[src/rtl/desc_stack_pkg.sv]
package desc_stack_pkg;

  typedef enum logic [3:0] {
    OP_NONE,
    OP_RD_PTRLOC,
    OP_RD_CNTLOC,
    OP_RD_GAP,
    OP_RD_BLK,
    OP_RD_CW,
    OP_WR_STS,
    OP_WR_TT,
    OP_WB_PTR,
    OP_WB_CNT
  } memOp_e;

  typedef enum logic [4:0] {
    S_IDLE,
    S_RD_PTR,
    S_RD_CNT,
    S_CHK_CNT,
    S_LOOP,
    S_RD_GAP,
    S_RD_BLK,
    S_CAP_BLK,
    S_RD_CW,
    S_CAP_CW,
    S_ISSUE,
    S_WAIT_BEG,
    S_WR_ST_B,
    S_WR_TT_B,
    S_WAIT_END,
    S_WR_ST_E,
    S_WR_TT_E,
    S_ADV,
    S_WB_PTR,
    S_WB_CNT,
    S_DONE
  } seqState_e;

  typedef struct packed {
    memOp_e op;
    logic   latchCfg;
    logic   ldPtr;
    logic   ldCnt;
    logic   ldGap;
    logic   ldBlk;
    logic   ldCw;
    logic   ldSts;
    logic   advance;
  } seqStrb_t;

endpackage

[src/rtl/desc_stack_ctrl.sv]
module desc_stack_ctrl
  import desc_stack_pkg::*;
(
  input  logic     clk,
  input  logic     rstN,
  input  logic     frameStart,
  input  logic     msgBegin,
  input  logic     msgEnd,
  input  logic     cntZero,
  output seqStrb_t strb,
  output logic     busy,
  output logic     engStart,
  output logic     frameDone
);

  seqState_e stateQ, stateD;

  always_ff @(posedge clk) begin
    if (!rstN) stateQ <= S_IDLE;
    else       stateQ <= stateD;
  end

  always_comb begin
    stateD = stateQ;
    strb   = '0;
    unique case (stateQ)
      S_IDLE: if (frameStart) begin
        strb.latchCfg = 1'b1;
        stateD = S_RD_PTR;
      end
      S_RD_PTR: begin
        strb.op = OP_RD_PTRLOC;
        stateD = S_RD_CNT;
      end
      S_RD_CNT: begin
        strb.op    = OP_RD_CNTLOC;
        strb.ldPtr = 1'b1;
        stateD = S_CHK_CNT;
      end
      S_CHK_CNT: begin
        strb.ldCnt = 1'b1;
        stateD = S_LOOP;
      end
      S_LOOP: stateD = cntZero ? S_WB_PTR : S_RD_GAP;
      S_RD_GAP: begin
        strb.op = OP_RD_GAP;
        stateD = S_RD_BLK;
      end
      S_RD_BLK: begin
        strb.op    = OP_RD_BLK;
        strb.ldGap = 1'b1;
        stateD = S_CAP_BLK;
      end
      S_CAP_BLK: begin
        strb.ldBlk = 1'b1;
        stateD = S_RD_CW;
      end
      S_RD_CW: begin
        strb.op = OP_RD_CW;
        stateD = S_CAP_CW;
      end
      S_CAP_CW: begin
        strb.ldCw = 1'b1;
        stateD = S_ISSUE;
      end
      S_ISSUE: stateD = S_WAIT_BEG;
      S_WAIT_BEG: if (msgBegin) begin
        strb.ldSts = 1'b1;
        stateD = S_WR_ST_B;
      end
      S_WR_ST_B: begin
        strb.op = OP_WR_STS;
        stateD = S_WR_TT_B;
      end
      S_WR_TT_B: begin
        strb.op = OP_WR_TT;
        stateD = S_WAIT_END;
      end
      S_WAIT_END: if (msgEnd) begin
        strb.ldSts = 1'b1;
        stateD = S_WR_ST_E;
      end
      S_WR_ST_E: begin
        strb.op = OP_WR_STS;
        stateD = S_WR_TT_E;
      end
      S_WR_TT_E: begin
        strb.op = OP_WR_TT;
        stateD = S_ADV;
      end
      S_ADV: begin
        strb.advance = 1'b1;
        stateD = S_LOOP;
      end
      S_WB_PTR: begin
        strb.op = OP_WB_PTR;
        stateD = S_WB_CNT;
      end
      S_WB_CNT: begin
        strb.op = OP_WB_CNT;
        stateD = S_DONE;
      end
      S_DONE: stateD = S_IDLE;
      default: stateD = S_IDLE;
    endcase
  end

  assign busy      = (stateQ != S_IDLE);
  assign engStart  = (stateQ == S_ISSUE);
  assign frameDone = (stateQ == S_DONE);

endmodule

[src/rtl/desc_stack_dp.sv]
module desc_stack_dp
  import desc_stack_pkg::*;
#(
  parameter int unsigned ADDR_W   = 12,
  parameter int unsigned DATA_W   = 16,
  parameter int unsigned LOC_BASE = 'hFF0
) (
  input  logic              clk,
  input  logic              rstN,
  input  seqStrb_t          strb,
  input  logic              areaSel,
  input  logic              autoRepeat,
  input  logic              gapEnable,
  input  logic [1:0]        stackSize,
  input  logic [DATA_W-1:0] timeTag,
  input  logic [DATA_W-1:0] msgStatus,
  input  logic [DATA_W-1:0] ramRdata,
  output logic [ADDR_W-1:0] ramAddr,
  output logic              ramRd,
  output logic              ramWr,
  output logic [DATA_W-1:0] ramWdata,
  output logic [ADDR_W-1:0] engBlkAddr,
  output logic [DATA_W-1:0] engCtrlWord,
  output logic [DATA_W-1:0] engGap,
  output logic              cntZero
);

  localparam logic [ADDR_W-1:0] LOC_A    = ADDR_W'(LOC_BASE);
  localparam logic [ADDR_W-1:0] MIN_WIN  = ADDR_W'(256);
  localparam int unsigned       PAD_W    = DATA_W - ADDR_W;

  logic              areaReg, autoReg;
  logic [ADDR_W-1:0] maskReg, ptrReg, blkReg;
  logic [DATA_W-1:0] cntReg, gapReg, cwReg, stsReg;
  logic [ADDR_W-1:0] locBase;

  function automatic logic [ADDR_W-1:0] wrapAdd(
    input logic [ADDR_W-1:0] base,
    input logic [ADDR_W-1:0] step,
    input logic [ADDR_W-1:0] mask
  );
    return (base & ~mask) | ((base + step) & mask);
  endfunction

  always_ff @(posedge clk) begin
    if (!rstN) begin
      areaReg <= 1'b0;
      autoReg <= 1'b0;
      maskReg <= MIN_WIN - ADDR_W'(1);
      ptrReg  <= '0;
      cntReg  <= '0;
      gapReg  <= '0;
      blkReg  <= '0;
      cwReg   <= '0;
      stsReg  <= '0;
    end else begin
      if (strb.latchCfg) begin
        areaReg <= areaSel;
        autoReg <= autoRepeat;
        maskReg <= (MIN_WIN << stackSize) - ADDR_W'(1);
      end
      if (strb.ldPtr)   ptrReg <= ramRdata[ADDR_W-1:0];
      if (strb.ldCnt)   cntReg <= ramRdata;
      if (strb.ldGap)   gapReg <= ramRdata;
      if (strb.ldBlk)   blkReg <= ramRdata[ADDR_W-1:0];
      if (strb.ldCw)    cwReg  <= ramRdata;
      if (strb.ldSts)   stsReg <= msgStatus;
      if (strb.advance) begin
        ptrReg <= wrapAdd(ptrReg, ADDR_W'(4), maskReg);
        cntReg <= cntReg - DATA_W'(1);
      end
    end
  end

  assign locBase = LOC_A + {{(ADDR_W-3){1'b0}}, areaReg, 2'b00};

  always_comb begin
    ramAddr  = '0;
    ramRd    = 1'b0;
    ramWr    = 1'b0;
    ramWdata = '0;
    unique case (strb.op)
      OP_RD_PTRLOC: begin
        ramRd   = 1'b1;
        ramAddr = locBase + (autoReg ? ADDR_W'(2) : ADDR_W'(0));
      end
      OP_RD_CNTLOC: begin
        ramRd   = 1'b1;
        ramAddr = locBase + (autoReg ? ADDR_W'(3) : ADDR_W'(1));
      end
      OP_RD_GAP: begin
        ramRd   = 1'b1;
        ramAddr = wrapAdd(ptrReg, ADDR_W'(2), maskReg);
      end
      OP_RD_BLK: begin
        ramRd   = 1'b1;
        ramAddr = wrapAdd(ptrReg, ADDR_W'(3), maskReg);
      end
      OP_RD_CW: begin
        ramRd   = 1'b1;
        ramAddr = blkReg;
      end
      OP_WR_STS: begin
        ramWr    = 1'b1;
        ramAddr  = ptrReg;
        ramWdata = stsReg;
      end
      OP_WR_TT: begin
        ramWr    = 1'b1;
        ramAddr  = wrapAdd(ptrReg, ADDR_W'(1), maskReg);
        ramWdata = timeTag;
      end
      OP_WB_PTR: begin
        ramWr    = 1'b1;
        ramAddr  = locBase;
        ramWdata = {{PAD_W{1'b0}}, ptrReg};
      end
      OP_WB_CNT: begin
        ramWr    = 1'b1;
        ramAddr  = locBase + ADDR_W'(1);
        ramWdata = cntReg;
      end
      default: ;
    endcase
  end

  assign engBlkAddr  = blkReg;
  assign engCtrlWord = cwReg;
  assign engGap      = gapEnable ? gapReg : '0;
  assign cntZero     = (cntReg == '0);

endmodule

[src/rtl/desc_stack_seq.sv]
module desc_stack_seq
  import desc_stack_pkg::*;
#(
  parameter int unsigned ADDR_W   = 12,
  parameter int unsigned DATA_W   = 16,
  parameter int unsigned LOC_BASE = 'hFF0
) (
  input  logic              clk,
  input  logic              rstN,
  input  logic              frameStart,
  input  logic              areaSel,
  input  logic              autoRepeat,
  input  logic              gapEnable,
  input  logic [1:0]        stackSize,
  input  logic [DATA_W-1:0] timeTag,
  output logic [ADDR_W-1:0] ramAddr,
  output logic              ramRd,
  output logic              ramWr,
  output logic [DATA_W-1:0] ramWdata,
  input  logic [DATA_W-1:0] ramRdata,
  output logic              engStart,
  output logic [ADDR_W-1:0] engBlkAddr,
  output logic [DATA_W-1:0] engCtrlWord,
  output logic [DATA_W-1:0] engGap,
  input  logic              msgBegin,
  input  logic              msgEnd,
  input  logic [DATA_W-1:0] msgStatus,
  output logic              busy,
  output logic              frameDone
);

  seqStrb_t strb;
  logic     cntZero;

  desc_stack_ctrl u_ctrl (
    .clk       (clk),
    .rstN      (rstN),
    .frameStart(frameStart),
    .msgBegin  (msgBegin),
    .msgEnd    (msgEnd),
    .cntZero   (cntZero),
    .strb      (strb),
    .busy      (busy),
    .engStart  (engStart),
    .frameDone (frameDone)
  );

  desc_stack_dp #(
    .ADDR_W  (ADDR_W),
    .DATA_W  (DATA_W),
    .LOC_BASE(LOC_BASE)
  ) u_dp (
    .clk        (clk),
    .rstN       (rstN),
    .strb       (strb),
    .areaSel    (areaSel),
    .autoRepeat (autoRepeat),
    .gapEnable  (gapEnable),
    .stackSize  (stackSize),
    .timeTag    (timeTag),
    .msgStatus  (msgStatus),
    .ramRdata   (ramRdata),
    .ramAddr    (ramAddr),
    .ramRd      (ramRd),
    .ramWr      (ramWr),
    .ramWdata   (ramWdata),
    .engBlkAddr (engBlkAddr),
    .engCtrlWord(engCtrlWord),
    .engGap     (engGap),
    .cntZero    (cntZero)
  );

endmodule

[config.mk]
export PLATFORM = sky130hd
export DESIGN_NAME = desc_stack_seq
export DESIGN_NICKNAME = d
export VERILOG_FILES = /design/src/rtl/desc_stack_pkg.sv /design/src/rtl/desc_stack_ctrl.sv /design/src/rtl/desc_stack_dp.sv /design/src/rtl/desc_stack_seq.sv
export SDC_FILE = /design/constraint.sdc
export NUM_CORES = 1
export LEC_CHECK = 0
export ABC_AREA = 1
export BUFFER_PORTS_ARGS = -buffer_cell sky130_fd_sc_hd__buf_4
export CORE_ASPECT_RATIO = 0.6
export CORE_UTILIZATION = 55
export CTS_CLUSTER_DIAMETER = 50
export DETAILED_ROUTE_END_ITERATION = 16
export GPL_TIMING_DRIVEN = 0
export HOLD_SLACK_MARGIN = 0.1
export PLACE_DENSITY = 0.82
export REMOVE_ABC_BUFFERS = 1
export SYNTH_ARGS = -nofsm -noshare
export SYNTH_HDL_FRONTEND = slang
export SYNTH_SLANG_ARGS = --single-unit
export TNS_END_PERCENT = 20
[constraint.sdc]
create_clock -name clk -period 5.9 [get_ports clk]
set_clock_uncertainty 0.05 [all_clocks]
set_input_delay 1.18 -clock clk [delete_from_list [all_inputs] [get_ports clk]]
set_output_delay 1.18 -clock clk [all_outputs]
set_load 0.02 [all_outputs]
==> impl_metrics.tcl <==
set metrics [dict create \
    via_count 6232 \
    fin_setup_tns_ns 0 \
    total_placed_instance_area_mm2 0.00660 \
    cts_tree "yes" \
    power.static_leakage_nw 3.25 \
    cts_hold_repair_buffers 0 \
    syn_area_per_cell_um2 6.72 \
    clk_latency_ns 0.36 \
    num_rows 28 \
    timing.critical_path.max_delay_family "simple AND/OR/NAND/NOR gates" \
    number_of_remaining_drc_errors 0 \
    largest_net_degree_at_the_start_of_global_routing 76 \
    worstPathCellList "nor2_4 -> nand3_2 -> nand2_4 -> inv_1 -> ha_1 -> a21oi_1 -> nor2_1 -> nand2_1 -> xor2_1 -> nand2_1 -> nand3_1 -> nand2_1 -> buf_4" \
    grt_pass1_vias 5499 \
    finalWirelength_um 18100 \
    fillerInstances 883 \
    drive_gt1_frac 0.201 \
    design.die.area_mm2 0.0105 \
    antenna_violating_nets_post_route 0 \
    cpMaxStageDelayCell "sky130_fd_sc_hd__dfxtp_1" \
    setup_violations 0 \
    min_period_ns 4.34 \
    commonest_non_fill_non_tap_cell_in_the_layout "sky130_fd_sc_hd__nand2_1" \
    gp_congestion 0.987 \
    setup.worst_path.class "reg -> out" \
    drv.max_cap_violation_count 0 \
    number_of_buffers_created_by_cts 9 \
    final_min_period_over_clock_period 0.735 \
    layout_setup_ws_ns 1.56 \
    number_of_instances_in_the_synthesized_netlist 829 \
    chipHeight_um 79.9 \
    synth-seq-cells 98 \
    worst_slew_pin_slew_ns 0.980 \
    ctsLongestPathBuffers 2 \
    cts.repair.resized 0 \
    route.detailed.wl_per_inst_um 16.8 \
    syn2layout_area_growth_pct 24.4 \
    fp.dieW_um 132 \
    grt.total_usage 0.348 \
    slew_violations 0 \
    synth.lib_cells_used.distinct 41 \
    postCtsSetupRepairBufs 0 \
    worstPathRequired_ns 4.67 \
    utilization_after_layout 0.703 \
    max_clock_freq_ghz 0.230 \
    grt_setup_unrepaired "false" \
    initial_core_utilization 0.566 \
    critical_path.max_stage_delay_ns 0.42 \
    worst-endpoint-arrival_ns 3.11 \
    clockRootBuffer "sky130_fd_sc_hd__clkbuf_16" \
    critical_path_buf_inv_count 2 \
    postLayoutCellArea_mm2 0.00693 \
    dp.final_hpwl_um 12900 \
    antenna-diode-count 0 \
    nNetsFinal 1002 \
    status "complete, no violations" \
    core_area_mm2 0.00984 \
    synth_seq_area_share 0.352 \
    crit_fanout 18 \
    ys.warnings.count 0 \
    boundaryPins 135 \
    grt_antenna_before_repair 0 \
    syn_area_mm2 0.00557 \
    setup.worst_path.start_class "flop" \
    cts.reportedPaths.clkPinSlew_ns 0.07 \
    detailed_router_iteration_count_before_antenna_repair 6 \
    detailedRoute.firstIterationViolations 761 \
    cp-end-kind "primary output" \
    route.detailed.vias_per_inst 5.78 \
    first_pass_grt_wire_length_um 28500 \
    io_buffers 134 \
    numClockSinks 98 \
    crit_top_cell "sky130_fd_sc_hd__nand2_1" \
    finalHoldViolCount 0 \
    dp_slack_ns 2.01 \
    p_per_area_mw_per_mm2 238 \
    remaining_global_route_overflow 0 \
    remaining_max_slew_budget_at_the_tightest_pin 0.346 \
    layout.cells.most_common_list "sky130_fd_sc_hd__nand2_1, sky130_fd_sc_hd__buf_4, sky130_fd_sc_hd__nor2_1, sky130_fd_sc_hd__dfxtp_1, sky130_fd_sc_hd__inv_1" \
    worst_ir_drop_vdd_uv 140 \
    cts.htree.levels 3 \
    holdCritPathClass "reg -> reg" \
]
[final cells by class]
class,count,area (um2),share of cell area
Multi-Input combinational cell,587,3030,0.438
Sequential cell,98,1960,0.283
Timing Repair Buffer,135,1020,0.147
Inverter,108,415,0.0600
Clock buffer,11,243,0.0350
Tap cell,135,169,0.0244
Clock inverter,5,82.6,0.0119
[final timing paths]
kind	start	to	slack (ns)	cells after the start
worst max register to register	u_ctrl.stateQ[0]$_SDFFE_PN0P_	u_dp.cntReg[4]$_SDFFE_PN0P_	3.79	8
worst min register to register	u_dp.cntReg[1]$_SDFFE_PN0P_	u_dp.cntReg[1]$_SDFFE_PN0P_	0.46	2
worst max-delay path	u_ctrl.stateQ[2]$_SDFFE_PN0P_	ramAddr[7]	1.56	13
worst min-delay path	u_dp.cntReg[1]$_SDFFE_PN0P_	u_dp.cntReg[1]$_SDFFE_PN0P_	0.46	2
[registers in the layout, summed over array words and instances, names as in the netlist, 3 cells and up, named ones only]
register          cells
u_ctrl.stateQ         5
u_dp.cntReg          16
u_dp.engBlkAddr      12
u_dp.engCtrlWord     16
u_dp.gapReg          16
u_dp.maskReg          3
u_dp.ptrReg           8
u_dp.stsReg          16
[Yosys cell counts, drive strengths merged]
| library cell | n | area share |
|---|---|---|
| a41oi | 1 | 0.0016 |
| nand2 | 157 | 0.11 |
| or2 | 2 | 0.0022 |
| o31ai | 1 | 0.0013 |
| a211oi | 6 | 0.0081 |
| ha | 4 | 0.0090 |
| fa | 1 | 0.0036 |
| a31o | 1 | 0.0016 |
| clkinv | 1 | 0.00067 |
| o22ai | 8 | 0.0090 |
| xor2 | 19 | 0.030 |
| nor2 | 117 | 0.090 |
| xnor2 | 1 | 0.0016 |
| nand4 | 7 | 0.0079 |
| nor3 | 5 | 0.0045 |
| nand3 | 43 | 0.047 |
| a31oi | 8 | 0.0090 |
| buf | 19 | 0.018 |
| dfxtp | 98 | 0.35 |
| o221ai | 14 | 0.022 |
| and2 | 1 | 0.0011 |
| inv | 107 | 0.074 |
| clkbuf | 17 | 0.011 |
| o211ai | 10 | 0.013 |
| a22oi | 13 | 0.018 |
| o21ai | 94 | 0.084 |
| nand3b | 1 | 0.0036 |
| a21oi | 73 | 0.066 |
[cell families (layout without fill, tap and decap cells)]
logic type / after synthesis / in the layout / share of synthesized area
AOI/OAI and AO/OA: 229 / 229 / 0.234
xor gates and xnor gates: 20 / 20 / 0.0315
adders and majority gates: 5 / 5 / 0.0126
buffers and inverters: 144 / 259 / 0.104
DFF: 98 / 98 / 0.352
and+or+nand+nor: 333 / 333 / 0.266
[metrics by stage]
stage,hold WS (ns),total power [mW],std cells
after floorplan,0.405,0.875,793
after global placement,0.420,0.992,1062
after detailed placement,0.445,0.995,1063
after CTS,0.454,1.64,1079
after global routing,0.477,1.70,1079
final,0.456,1.65,1079
[worst register-to-register path: cells and delay by family (launching register included)]
kind                   cells  cell delay [ns]
buffers and inverters      3             0.63
and+or+nand+nor            3             0.62
DFF                        1             0.43
AOI/OAI and AO/OA          2             0.33
[power breakdown]
| group | internal, mW | leakage (nW) | switching, mW | total [mW] |
|---|---|---|---|---|
| clock | 0.386 | 0.161 | 0.274 | 0.660 |
| combinational | 0.106 | 2.30 | 0.183 | 0.289 |
| sequential | 0.677 | 0.791 | 0.0241 | 0.701 |
[layer usage]
layer / global-route usage / routed length (um)
met1: 0.500 / 8270
met2: 0.519 / 7550
met3: 0.0781 / 2040
met4: 0.0907 / 287
met5: 0 / 0
Power figures use the tool's default switching activity.
